--- config.mk ---
export PLATFORM = sky130hd
export DESIGN_NAME = strobe_watchdog
export DESIGN_NICKNAME = d
export VERILOG_FILES = /design/src/rtl/wdt_pkg.sv /design/src/rtl/wdt_sync.sv /design/src/rtl/wdt_timer.sv /design/src/rtl/wdt_outs.sv /design/src/rtl/strobe_watchdog.sv
export SDC_FILE = /design/constraint.sdc
export NUM_CORES = 1
export LEC_CHECK = 0
export BUFFER_PORTS_ARGS = -buffer_cell sky130_fd_sc_hd__buf_2
export CORE_MARGIN = 3
export CORE_UTILIZATION = 50
export DETAILED_ROUTE_END_ITERATION = 8
export GPL_ROUTABILITY_DRIVEN = 0
export GPL_TIMING_DRIVEN = 0
export PLACE_DENSITY_LB_ADDON = 0.3
export SETUP_SLACK_MARGIN = 0.02
export SYNTH_ARGS = -nofsm -noshare
export SYNTH_HDL_FRONTEND = slang
export SYNTH_SLANG_ARGS = --single-unit
export TNS_END_PERCENT = 20
--- constraint.sdc ---
create_clock -name clk -period 3.1 [get_ports clk]
set_input_delay 0.155 -clock clk [delete_from_list [all_inputs] [get_ports clk]]
set_output_delay 0.155 -clock clk [all_outputs]
set_load 0.01 [all_outputs]
--- src/rtl/wdt_pkg.sv ---
package wdt_pkg;

  // Timeout limit in clock cycles for a given selection and configuration.
  function automatic int unsigned wdt_limit(input logic sel,
                                            input int unsigned cfg,
                                            input int unsigned def_cyc,
                                            input int unsigned unit_cyc,
                                            input int unsigned cfg_lo,
                                            input int unsigned cfg_hi);
    int unsigned c;
    if (!sel) return def_cyc;
    c = cfg;
    if (c < cfg_lo) c = cfg_lo;
    if (c > cfg_hi) c = cfg_hi;
    return c * unit_cyc;
  endfunction

  function automatic int unsigned max_u(input int unsigned a, input int unsigned b);
    return (a > b) ? a : b;
  endfunction

endpackage

--- src/rtl/wdt_sync.sv ---
module wdt_sync #(
  parameter int unsigned STAGES = 2
) (
  input  logic clk,
  input  logic rst_n,
  input  logic strobe_i,
  input  logic open_i,
  output logic edge_pulse,
  output logic open_q
);
  logic [STAGES:0]   s_q;
  logic [STAGES-1:0] o_q;

  always_ff @(posedge clk or negedge rst_n) begin
    if (!rst_n) begin
      s_q <= '0;
      o_q <= '1;
    end else begin
      s_q <= {s_q[STAGES-1:0], strobe_i};
      o_q <= {o_q[STAGES-2:0], open_i};
    end
  end

  // Either edge of the synchronized strobe counts as activity
  assign edge_pulse = s_q[STAGES] ^ s_q[STAGES-1];
  assign open_q     = o_q[STAGES-1];

endmodule

--- src/rtl/wdt_timer.sv ---
module wdt_timer #(
  parameter int unsigned LIM_W   = 9,
  parameter int unsigned RST_LIM = 96
) (
  input  logic             clk,
  input  logic             rst_n,
  input  logic             dis,
  input  logic             edge_pulse,
  input  logic [LIM_W-1:0] lim_next,
  output logic             expire
);
  logic [LIM_W-1:0] cnt_q;
  logic [LIM_W-1:0] lim_q;
  logic             at_end;

  assign at_end = (cnt_q == lim_q - LIM_W'(1));
  assign expire = !dis && !edge_pulse && at_end;

  always_ff @(posedge clk or negedge rst_n) begin
    if (!rst_n) begin
      cnt_q <= '0;
      lim_q <= LIM_W'(RST_LIM);
    end else if (dis) begin
      cnt_q <= '0;
      lim_q <= lim_next;
    end else if (edge_pulse || at_end) begin
      cnt_q <= '0;
    end else begin
      cnt_q <= cnt_q + LIM_W'(1);
    end
  end

  AST_CNT_BELOW_LIM: assert property (@(posedge clk) disable iff (!rst_n) cnt_q < lim_q);
  AST_EDGE_RESTART: assert property (@(posedge clk) disable iff (!rst_n) edge_pulse |=> cnt_q == '0);
  AST_DIS_CLEAR: assert property (@(posedge clk) disable iff (!rst_n) dis |=> cnt_q == '0);
  AST_LIM_HELD: assert property (@(posedge clk) disable iff (!rst_n) !dis |=> $stable(lim_q));

endmodule

--- src/rtl/wdt_outs.sv ---
module wdt_outs #(
  parameter int unsigned PULSE_CYC = 6,
  parameter int unsigned PW        = 3
) (
  input  logic clk,
  input  logic rst_n,
  input  logic dis,
  input  logic edge_pulse,
  input  logic expire,
  output logic warn_n,
  output logic fault_n
);
  logic [PW-1:0] pcnt_q;
  logic          exp_d;

  always_ff @(posedge clk or negedge rst_n) begin
    if (!rst_n) begin
      warn_n  <= 1'b1;
      fault_n <= 1'b1;
      pcnt_q  <= '0;
      exp_d   <= 1'b0;
    end else begin
      exp_d <= expire;
      if (dis) begin
        warn_n <= 1'b1;
        pcnt_q <= '0;
      end else if (expire) begin
        warn_n <= 1'b0;
        pcnt_q <= PW'(PULSE_CYC - 1);
      end else if (pcnt_q != '0) begin
        pcnt_q <= pcnt_q - PW'(1);
      end else begin
        warn_n <= 1'b1;
      end
      if (dis || edge_pulse) fault_n <= 1'b1;
      else if (exp_d)        fault_n <= 1'b0;
    end
  end

  AST_DIS_HIGH: assert property (@(posedge clk) disable iff (!rst_n) dis |=> warn_n && fault_n);
  AST_FAULT_FOLLOWS: assert property (@(posedge clk) disable iff (!rst_n)
    ($fell(warn_n) && !dis && !edge_pulse) |=> !fault_n);
  AST_FAULT_HOLD: assert property (@(posedge clk) disable iff (!rst_n)
    (!fault_n && !dis && !edge_pulse) |=> !fault_n);
  AST_FAULT_RELEASE: assert property (@(posedge clk) disable iff (!rst_n)
    $rose(fault_n) |-> $past(dis || edge_pulse));
  AST_PULSE_LEN: assert property (@(posedge clk) disable iff (!rst_n) pcnt_q < PW'(PULSE_CYC));
  AST_REPULSE: assert property (@(posedge clk) disable iff (!rst_n)
    (!fault_n && expire) |=> !warn_n && !fault_n);

endmodule

--- src/rtl/strobe_watchdog.sv ---
module strobe_watchdog #(
  parameter int unsigned CFG_W     = 7,
  parameter int unsigned DEF_CYC   = 96,
  parameter int unsigned UNIT_CYC  = 4,
  parameter int unsigned CFG_LO    = 5,
  parameter int unsigned CFG_HI    = 100,
  parameter int unsigned PULSE_CYC = 6,
  parameter int unsigned SYNC_STG  = 2
) (
  input  logic             clk,
  input  logic             rst_n,
  input  logic             strobe_i,
  input  logic             strobe_open_i,
  input  logic             sys_rst_i,
  input  logic             batt_mode_i,
  input  logic             man_rst_i,
  input  logic             tsel_i,
  input  logic [CFG_W-1:0] tcfg_i,
  output logic             warn_n_o,
  output logic             fault_n_o
);
  import wdt_pkg::*;

  localparam int unsigned MAX_LIM = max_u(DEF_CYC, CFG_HI * UNIT_CYC);
  localparam int unsigned LIM_W   = $clog2(MAX_LIM + 1);
  localparam int unsigned PW      = $clog2(PULSE_CYC + 1);

  logic             edge_pulse;
  logic             open_q;
  logic             dis;
  logic             expire;
  logic [LIM_W-1:0] lim_next;

  wdt_sync #(.STAGES(SYNC_STG)) u_sync (
    .clk(clk), .rst_n(rst_n), .strobe_i(strobe_i), .open_i(strobe_open_i),
    .edge_pulse(edge_pulse), .open_q(open_q)
  );

  assign dis = sys_rst_i | batt_mode_i | man_rst_i | open_q;

  assign lim_next = LIM_W'(wdt_limit(tsel_i, {{(32-CFG_W){1'b0}}, tcfg_i},
                                     DEF_CYC, UNIT_CYC, CFG_LO, CFG_HI));

  wdt_timer #(.LIM_W(LIM_W), .RST_LIM(DEF_CYC)) u_timer (
    .clk(clk), .rst_n(rst_n), .dis(dis), .edge_pulse(edge_pulse),
    .lim_next(lim_next), .expire(expire)
  );

  wdt_outs #(.PULSE_CYC(PULSE_CYC), .PW(PW)) u_outs (
    .clk(clk), .rst_n(rst_n), .dis(dis), .edge_pulse(edge_pulse),
    .expire(expire), .warn_n(warn_n_o), .fault_n(fault_n_o)
  );

  AST_NO_EXPIRE_DISABLED: assert property (@(posedge clk) disable iff (!rst_n)
    (man_rst_i || open_q) |=> warn_n_o);
  AST_LIM_RANGE: assert property (@(posedge clk) disable iff (!rst_n)
    lim_next >= LIM_W'(PULSE_CYC + 2));

endmodule

Yosys cells after proc, flatten, opt, wreduce, memory -nomap -nowiden. Index checks and enable logic that the tools add are counted.

Register bits after elaboration: 29. Input port bits: 15. Output and inout port bits: 2. Word-level logic and storage cells: 42.

$add $sub $neg: 3. $lt $le $gt $ge: 2. Equal/unequal tests: 2. Multiplexer cells: 14. Bitwise logic cells: 4. Reductions and logical operators: 9.

Operators with widths (number): > comparator 32 x 7 -> 1 bit (second input constant) (1); 2-to-1 mux 32 bit (1); 2-to-1 mux 9 bit (3); 2-to-1 mux 7 bit (2); adder 9 x 1 -> 9 bit (second input constant) (1); == test 9 bit (1); 2-to-1 mux 3 bit (3); subtractor 9 x 1 -> 9 bit (second input constant) (1); < comparator 7 x 3 -> 1 bit (second input constant) (1); nonzero test 3 bit (2); 2-to-1 mux 1 bit (5); inequality test 3 x 1 -> 1 bit (second input constant) (1); OR 1 bit (3); subtractor 3 x 1 -> 3 bit (second input constant) (1); logical AND 1 bit (2); zero test 1 bit (2); logical OR 1 bit (2); nonzero test 2 bit (1); bitwise XOR 1 bit (1).

Depth between registers and ports, before layout. Gate-level depths: netlist (run 1).

Word-level depth: 8. Gate-level depth with buffers: 7.

Modules after synthesis. From an unflattened synthesis (run 1), not the netlist that was laid out.

Cells, all modules: 154. Area total of the unflattened synthesis: 1584.0 µm².

By module, submodules not included: wdt_timer (instances 1, cells each 102, area an instance 1038.5 µm², sequential area each 452.9 µm²); wdt_outs (instances 1, cells each 24, area an instance 282.8 µm², sequential area each 152.6 µm²); wdt_sync (instances 1, cells each 6, area an instance 136.4 µm², sequential area each 127.6 µm²); strobe_watchdog (instances 1, cells each 22, area an instance 126.4 µm², sequential area each 0.0 µm²).

Worst setup path after synthesis (run 1). OpenSTA, ideal clock, no wires.

Path kind: flip-flop to flip-flop. From: register u_timer.lim_q[2]. To: register u_outs.pcnt_q[0]. Setup time: 0.083 ns. Arrival time: 1.980 ns. Data required time: 3.017 ns. Path slack: 1.037 ns. Cell stages (with the launch flop): 8. Path buffers: 0. Period minus slack after synthesis: 2.063 ns. Path through: dfrtp_1 -> inv_1 -> ha_1 -> or3b_1 -> o31ai_2 -> nand4b_2 -> or4_1 -> o21ai_0.

Cells in the longest elaborated chain, start to end: 5. Elaborated cells between the ends (all ways): 6.

Ends and longest elaborated chain: start, declared (line wdt_timer.sv:13) `logic [LIM_W-1:0] lim_q;`; start signal, assigned (line wdt_timer.sv:22) `lim_q <= LIM_W'(RST_LIM);`; start signal, assigned (line wdt_timer.sv:25) `lim_q <= lim_next;`; subtractor 9 x 1 -> 9 bit * (line wdt_timer.sv:16) `assign at_end = (cnt_q == lim_q - LIM_W'(1));`; == test 9 bit * (line wdt_timer.sv:16); logical AND 1 bit * (line wdt_timer.sv:17) `assign expire = !dis && !edge_pulse && at_end;`; 2-to-1 mux 3 bit (line wdt_outs.sv:27) `end else if (expire) begin`; 2-to-1 mux 3 bit (line wdt_outs.sv:24) `if (dis) begin`; end signal, assigned (line wdt_outs.sv:29) `pcnt_q <= PW'(PULSE_CYC - 1);`; end signal, assigned (line wdt_outs.sv:31) `pcnt_q <= pcnt_q - PW'(1);`; end, declared (line wdt_outs.sv:13) `logic [PW-1:0] pcnt_q;`.

Every way passes the cells marked *; elsewhere a longest branch is shown, timed or not. A chain may end at the register's enable or synchronous reset.

Worst setup path after layout (run 1). Ends and elaborated chain as after synthesis.

==> results.json, run 1 <==
{
  "dp_hpwl_um": 1869,
  "first_global_vias": 1063,
  "p_sw_uw": 153.9,
  "crit_chain": "inv_1 > ha_1 > or3b_1 > o31ai_2 > nand4b_2 > or4_1 > o21ai_0",
  "hold_path.class": "input pin to flop",
  "p_clk_share_pct": 25.8,
  "avgRoutedWirePerCell_um": 12.73,
  "seq_area_frac_synth_pct": 49.91,
  "nFillCells": 233,
  "wirelength_um": 2457,
  "cts.path.max_buffers": 2,
  "tns_ns": 0,
  "p_leak_nw": 0.6968,
  "port_buffers": 16,
  "fin_nets": 183,
  "root_buffer": "clkbuf_4",
  "syn_inst": 140,
  "combPwrFrac_pct": 11.4,
  "ant_nets": 0,
  "dp.cells": 186,
  "yosys_warnings": 0,
  "critPathArrivalTime_ns": 2.53,
  "clock.fmax_mhz": 440.0,
  "synth_top_family_by_area": "simple AND/OR/NAND/NOR gates",
  "synth_cell_type_count": 31,
  "syn_to_final_growth_pct": 12.80,
  "max_slew_margin_pct": 25.36,
  "dr.first_iter.drc_count": 27,
  "fin_worst_skew_ns": 0.007228,
  "insertion_delay_ns": 0.33,
  "slowest_stage": "or4_1",
  "antenna_found_initial": 0,
  "grt_most_used_layer": "met2",
  "synth.area.top_cells": "dfrtp_1 38%, dfstp_2 12%, xnor2_1 5.1%",
  "maxSlewViolCount": 0,
  "crit_path_start_kind": "flop",
  "num_vias": 1056,
  "synthesis.nets": 159,
  "path_class": "flop to flop",
  "post_cts_resized": 0,
  "drc": 0,
  "core_um2": 2545,
  "rows": 18,
  "setup_viol": 0,
  "grt.met3_usage_pct": 2.193,
  "dr.pass1.iters": 4,
  "grt_usage_pct": 16.91,
  "status": "finished, final reports clean",
  "hold_buffers": 3,
  "critPathRequiredTime_ns": 3.36,
  "die-area_um2": 3401,
  "synth_area_per_cell_um2": 9.777,
  "drive_gt1_share_pct": 18.40,
  "die_width_um": 58.32,
  "cts-buffers-inserted": 3,
  "path_clk_slew_ns": 0.15,
  "start_util_pct": 53.79,
  "grt_use_met1_pct": 20.06,
  "crit_fanout": 4,
  "rsz0062_at_grt": "false",
  "synth_top_area_cell": "dfrtp_1",
  "n_antenna_cell": 0,
  "sw_frac_of_total_pct": 25.76,
  "synth_xor_area_share_pct": 10.24,
  "grt_max_degree": 28,
  "multiInputGateArea_um2": 651.9,
  "pwr-share-seq_pct": 62.8,
  "drv_cap": 0,
  "seq_area_um2": 683.2,
  "finalHoldViolCount": 0,
  "end_kind": "flop",
  "yosys.area_share.simple_pct": 22.94,
  "clock-sinks": 27,
  "worst_pin_slew_ns": 1.109,
  "fin_crit_ns": 2.273,
  "synth_mux_area_share_pct": 0,
  "max_stage_delay_ns": 0.56,
  "vias_per_cell": 5.472,
  "die_h_um": 58.32,
  "syn-cell-area_um2": 1369,
  "grt_pass1_wl_um": 4422,
  "synth_top_area_share_pct": 38.39,
  "post_cts_buffers": 0,
  "pin_count": 17,
  "instances_no_fill": 193,
  "synthAdderAreaFrac_pct": 3.656,
  "globalRouteOverflowTotal": 0,
  "synth_compound_area_share_pct": 10.79,
  "cts_tree": "built",
  "internal-power_uw": 443.5,
  "synth_seq_cells": 27,
  "pwr_density_cell_nw_per_um2": 387.0,
  "period_share_pct": 73.31,
  "grtUsageMet2_pct": 30.62,
  "htree_levels": 1,
  "vdd_drop_max_mv": 0.3075
}
## cell usage after synthesis
master    count
dfrtp_1      21
nor2_1       18
nand2_1      15
inv_1         8
xnor2_1       8
xor2_1        8
a21oi_1       7
nand3_1       7
dfstp_2       6
nor3_1        5
o21ai_0       5
ha_1          4
nor2b_1       3
nor4_1        3
or4_1         3
a31oi_1       2
and3_1        2
nand4_1       2
a211oi_1      1
and2_1        1
clkbuf_1      1
nand2b_1      1
nand2b_2      1
nand4b_2      1
o211a_1       1
o22ai_1       1
o31a_1        1
o31ai_2       1
o31ai_4       1
o41ai_1       1
or3b_1        1
## routing by layer
metal	vias to the layer above	wire length (um)	share of wire [%]
li1	530	-	-
met1	510	1097	45
met2	14	1259	51
met3	2	81	3.3
met4	0	19	0.77
met5	-	0	0
## sequential cells by signal (all words and copies together) (netlist names)
name and cells:
u_outs.exp_d 1, u_sync.s_q 3, u_timer.cnt_q 9, u_outs.warn_n 1, u_timer.lim_q 7, u_outs.pcnt_q 3, u_outs.fault_n 1, u_sync.o_q 2
## power by group through the flow
stage	combinational, mW	sequential (mW)	clock [mW]
3_3_place_gp	0.0632	0.381	0
5_1_grt	0.0782	0.377	0.169
4_1_cts	0.0691	0.375	0.160
2_1_floorplan	0.0400	0.379	0
3_5_place_dp	0.0658	0.382	0
6_report	0.0683	0.375	0.154
## per-stage QoR
step	total power [mW]	hold slack, ns	setup slack (ns)	util (%)	instance area [um^2]
floorplan	0.4193	-0.1406	1.037	-	1369
global placement	0.4443	0.1913	0.8892	58.41	1486
detailed placement	0.4476	0.2007	0.8377	58.41	1486
CTS	0.6042	0.03100	0.8193	60.67	1544
global route	0.6240	0.05561	0.6937	60.67	1544
finish	0.5975	0.03895	0.8273	60.67	1544
## critical path, delay by kind of cell, from the launching register on
kind	cells	cell delay, ns
simple gates	3	1.15
compound gates	2	0.31
fa+ha+maj	1	0.20
flops	1	0.44
buf+inv	1	0.09
## cells by family after synthesis
kind of cell / count (synthesis)
AND/OR/NAND/NOR: 63
flip-flops: 27
AO/OA/AOI/OAI: 21
XOR/XNOR: 16
buffers and inverters: 9
adder cells (fa/ha/maj): 4
## area by class of cell
cell class,instances,share of cell area (%)
Clock buffer,3,1.459
Buffer,1,0.2431
Multi-Input combinational cell,104,42.22
Tap cell,30,2.431
Sequential cell,27,44.25
Timing Repair Buffer,19,7.131
Inverter,8,1.945
Clock inverter,1,0.3241
## placed cells by master (no fill, tap or decap), types with 2 or more instances in the layout
master,count
nor4_1,3
o21ai_0,5
nand4_1,2
ha_1,4
dfrtp_1,21
dlygate4sd3_1,3
and3_1,2
inv_1,8
a31oi_1,2
xnor2_1,8
clkbuf_4,3
nand3_1,7
a21oi_1,7
buf_2,16
dfstp_2,6
nor2b_1,3
xor2_1,8
nor2_1,18
nor3_1,5
nand2_1,15
or4_1,3
## final timing paths
path	endpoint	cells after the start	slack, ns	from
hold reg to reg	u_sync.o_q[1]	0	0.37	u_sync.o_q[0]
setup reg to reg	u_outs.pcnt_q[0]	7	0.83	u_timer.lim_q[2]
setup / recovery	u_outs.pcnt_q[0]	7	0.83	u_timer.lim_q[2]
max in group asynchronous	u_timer.lim_q[5]	2	2.37	rst_n
min in group asynchronous	u_outs.pcnt_q[2]	2	0.33	rst_n
hold / removal	u_timer.lim_q[5]	2	0.04	tsel_i
(Power assumes the default switching activity.)
==> inputs of run 2 (changes only) <==
clock period = 2.1 ns   (was 3.1 ns; I/O delays follow)
==> results.json, run 2 (synthesis gave the netlist of run 1 again) <==
{
  "finalHoldViolCount": 0,
  "fin_nets": 191,
  "htree_levels": 1,
  "wirelength_um": 2804,
  "seq_area_um2": 683.2,
  "nFillCells": 218,
  "vdd_drop_max_mv": 0.5135,
  "vias_per_cell": 5.647,
  "cts-buffers-inserted": 3,
  "cts.path.max_buffers": 2,
  "critPathArrivalTime_ns": 2.33,
  "die_width_um": 58.32,
  "avgRoutedWirePerCell_um": 13.95,
  "drc": 0,
  "crit_fanout": 3,
  "clock-sinks": 27,
  "globalRouteOverflowTotal": 0,
  "rsz0062_at_grt": "true",
  "hold_start": "tcfg_i[5]",
  "ant_nets": 0,
  "die_h_um": 58.32,
  "layout_commonest_cell": "dfrtp_1",
  "regToRegSetupSlack_ns": 0.04,
  "path_class": "flop to flop",
  "die-area_um2": 3401,
  "min_path_cells": 3,
  "drv_cap": 0,
  "end_kind": "flop",
  "syn_to_final_growth_pct": 22.67,
  "pin_count": 17,
  "insertion_delay_ns": 0.33,
  "first_global_vias": 1169,
  "n_antenna_cell": 0,
  "regMostFlops": "u_timer.cnt_q",
  "antenna_found_initial": 0,
  "crit_path_start_kind": "flop",
  "max_slew_margin_pct": 54.35,
  "worst_pin_slew_ns": 0.6791,
  "largest_reg_flops": 9,
  "drive_gt1_share_pct": 26.90,
  "fin_crit_ns": 2.059,
  "critPathLaunch": "u_timer.lim_q[3]",
  "multiInputGateArea_um2": 719.4,
  "num_vias": 1135,
  "pwr_density_cell_nw_per_um2": 550.1,
  "clock.fmax_mhz": 485.6,
  "r2r-start": "u_timer.lim_q[3]",
  "final_util_pct": 65.98,
  "total_power_uw": 923.7,
  "critPathRequiredTime_ns": 2.37,
  "rows": 18,
  "path_clk_slew_ns": 0.15,
  "p_leak_nw": 0.7472,
  "reg.largest.list": "u_timer.cnt_q x9, u_timer.lim_q x7",
  "hold_path.class": "input pin to flop",
  "fin_ws_ns": 0.04056,
  "root_buffer": "clkbuf_4",
  "cts_tree": "built",
  "post-place-ws_ns": -0.1623,
  "grt_max_degree": 28,
  "setup_viol": 0,
  "period_share_pct": 98.07,
  "fin_worst_skew_ns": 0.001311,
  "port_buffers": 16,
  "worstRegToRegCells": 7,
  "maxSlewViolCount": 0,
  "status": "finished, final reports clean",
  "timing.hold.ws_ns": 0.002978,
  "dr.pass1.iters": 5,
  "final_cell_mix": "21 x dfrtp_1, 18 x nor2_1, 16 x buf_2",
  "core_um2": 2545,
  "grt_pass1_wl_um": 4843,
  "grt_usage_pct": 18.64,
  "dr.first_iter.drc_count": 30,
  "dp_hpwl_um": 1869,
  "start_util_pct": 53.79
}
## run 2: cell count changes in the layout (fill, tap and decap cells not counted), sizes merged
cell,before,now
buf,16,21
dlygate4sd3,3,6
## run 2: per-layer routing
| layer | vias to the layer above | global-route usage, % | wire length [um] |
|---|---|---|---|
| met5 | - | 0 | 0 |
| met3 | 9 | 3.070 | 95 |
| met2 | 23 | 33.01 | 1428 |
| li1 | 546 | - | - |
| met1 | 557 | 20.92 | 1210 |
| met4 | 0 | 10.93 | 69 |
## run 2: power breakdown
| part | leakage [nW] | switching, mW | internal, mW |
|---|---|---|---|
| Clock | 0.0177 | 0.160 | 0.0717 |
| Combinational | 0.385 | 0.0703 | 0.0661 |
| Sequential | 0.344 | 0.0170 | 0.539 |
## run 2: area by class of cell
cell class                 instances  area share (%)
buffer                             1          0.2235
multi-input combinational        104           42.85
timing repair buffer              27           10.58
sequential                        27           40.69
clock inverter                     1          0.2981
clock buffer                       3           1.341
tap                               30           2.235
inverter                           8           1.788
## run 2: through the flow
stage / std cells / TNS (ns) / instance area (um^2)
after floorplan: 140 / 0 / 1369
after global placement: 186 / -0.8038 / 1486
final: 201 / 0 / 1679
after CTS: 199 / -0.03422 / 1653
after detailed placement: 186 / -1.243 / 1486
after global routing: 201 / -0.1287 / 1679
## run 2: path summary, 6_finish.rpt
path	end
max in group asynchronous	u_sync.s_q[1]
max reg2reg	u_outs.pcnt_q[0]
min	u_timer.lim_q[7]
max	u_outs.pcnt_q[0]
min reg2reg	u_sync.o_q[1]
min in group asynchronous	u_outs.pcnt_q[2]
## run 2: repair_timing
| item | in CTS | in global routing |
|---|---|---|
| pin swaps | 6 | 6 |
| buffers inserted | 3 | 2 |
| endpoints found under the setup margin | 14 | 14 |
| endpoints found under the hold margin | 25 | 0 |
| hold buffers | 6 | 0 |
| gates resized for setup | 14 | 2 |
## run 2: worst max-delay path, stage by stage (launching register included)
cell and delay [ns]:
dfrtp_1 0.43, inv_2 0.08, ha_4 0.12, or3b_4 0.39, o31ai_4 0.21, nand4b_4 0.17
or4_4 0.53, o21ai_2 0.07
==> inputs of run 3 (changes only) <==
clock period = 1.8 ns   (was 2.1 ns; I/O delays follow)
==> results.json, run 3 (synthesis gave the netlist of run 1 again) <==
{
  "status": "finished, violations left",
  "failed_checks": "setup timing",
  "crit_path_start_kind": "flop",
  "largest_reg_flops": 9,
  "die_h_um": 58.32,
  "rsz0062_at_grt": "true",
  "drv_cap": 0,
  "layout_commonest_cell": "dfrtp_1",
  "first_global_vias": 1181,
  "p_leak_nw": 0.7657,
  "drc": 0,
  "total_power_mw": 1.077,
  "regMostFlops": "u_timer.cnt_q",
  "r2r-end": "u_outs.pcnt_q[2]",
  "instances_no_fill": 204,
  "htree_levels": 1,
  "antenna_found_initial": 0,
  "globalRouteOverflowTotal": 0,
  "clock-sinks": 27,
  "vdd_drop_max_mv": 0.4708,
  "wirelength_um": 2772,
  "pin_count": 17,
  "dr.first_iter.drc_count": 18,
  "port_buffers": 16,
  "final_design_area_no_fill_um2": 1715,
  "end_kind": "flop",
  "fin_worst_skew_ns": 0.003271,
  "pwr_density_cell_nw_per_um2": 628.0,
  "core_um2": 2545,
  "worstRegToRegCells": 7,
  "num_vias": 1113,
  "root_buffer": "clkbuf_4",
  "cts-buffers-inserted": 3,
  "min_path_cells": 4,
  "final_util_pct": 67.40,
  "tns_ns": -2.760,
  "rows": 18,
  "start_util_pct": 53.79,
  "syn_to_final_growth_pct": 25.32,
  "grt_max_degree": 28,
  "dp.cells": 186,
  "n_antenna_cell": 0,
  "finalHoldViolCount": 0,
  "hold_start": "man_rst_i",
  "critPathArrivalTime_ns": 2.37,
  "worst_pin_slew_ns": 0.6616,
  "drive_gt1_share_pct": 26.44,
  "path_class": "flop to flop",
  "max_slew_margin_pct": 55.53,
  "grt_usage_pct": 18.47,
  "period_share_pct": 116.7,
  "cts.path.max_buffers": 2,
  "die_width_um": 58.32,
  "regToRegSetupSlack_ns": -0.30,
  "setup_viol": 14,
  "cts_tree": "built",
  "fin_crit_ns": 2.100,
  "grt_pass1_wl_um": 4905,
  "dr.pass1.iters": 4,
  "fin_ws_ns": -0.2999,
  "hold_path.class": "input pin to flop",
  "dpl_cell_area_um2": 1489,
  "fin_nets": 194,
  "critPathRequiredTime_ns": 2.07,
  "clock.fmax_mhz": 476.2,
  "avgRoutedWirePerCell_um": 13.59,
  "path_clk_slew_ns": 0.14,
  "vias_per_cell": 5.456,
  "die-area_um2": 3401,
  "ant_nets": 0,
  "crit_fanout": 3,
  "final_cell_mix": "21 x dfrtp_1, 18 x nor2_1, 16 x buf_2",
  "maxSlewViolCount": 0,
  "reg.largest.list": "u_timer.cnt_q x9, u_timer.lim_q x7",
  "r2r-start": "u_timer.lim_q[2]",
  "nFillCells": 191,
  "hold_end": "u_timer.lim_q[7]",
  "dp_hpwl_um": 1891,
  "insertion_delay_ns": 0.33
}
[run 3: worst max-delay path by stage]
stage	to	depth (start not counted)	start
4_1_cts	u_outs.pcnt_q[2]	7	u_timer.lim_q[3]
3_3_place_gp	u_outs.pcnt_q[1]	7	u_timer.lim_q[2]
3_5_place_dp	u_outs.pcnt_q[1]	7	u_timer.lim_q[2]
6_report	u_outs.pcnt_q[2]	7	u_timer.lim_q[2]
5_1_grt	u_outs.pcnt_q[0]	7	u_timer.lim_q[2]
2_1_floorplan	u_outs.pcnt_q[0]	7	u_timer.lim_q[2]
[run 3: layout make-up]
cell class              count  area (um^2)  area share [%]
plain buffers               1        3.754          0.2188
clock buffers               3        22.52           1.313
clock inverters             1        5.005          0.2918
inverters                   8        30.03           1.751
multi-input cells         104        725.7           42.30
flip-flops and latches     27        683.2           39.82
well taps                  30        37.54           2.188
repair buffers             30        207.7           12.11
[run 3: layer usage]
layer / track usage (%) / part of all wire [%] / up-vias
li1: - / - / 554
met1: 21.68 / 43 / 523
met2: 34.13 / 50 / 28
met3: 1.974 / 3.8 / 8
met4: 7.285 / 2.3 / 0
met5: 0 / 0 / -
[run 3: repair_timing]
action | in CTS | in global routing
buffers inserted | 3 | 2
pin swaps | 11 | 5
setup endpoints to repair | 14 | 14
hold buffers | 9 | 0
gates cloned | 0 | 0
endpoints found under the hold margin | 28 | 0
gates resized for setup | 12 | 4
[run 3: where the power goes]
part	internal [mW]	total [mW]	leakage [nW]	switching, mW
Clock	0.0836	0.266	0.0177	0.182
Sequential	0.629	0.647	0.344	0.0184
Combinational	0.0803	0.164	0.404	0.0838
[run 3: critical path, stage by stage (launching register included)]
cell      delay (ns)
dfrtp_1         0.42
inv_2           0.09
ha_4            0.12
or3b_4          0.39
o31ai_4         0.24
nand4b_4        0.16
or4_4           0.55
o21ai_2         0.07
[run 3: per-stage QoR]
stage | hold slack [ns] | setup WS [ns]
2_1_floorplan | -0.2056 | -0.2283
3_3_place_gp | 0.1146 | -0.4576
3_5_place_dp | 0.1245 | -0.5371
4_1_cts | 0.06194 | -0.3454
5_1_grt | 0.06628 | -0.3981
6_report | 0.05769 | -0.2999
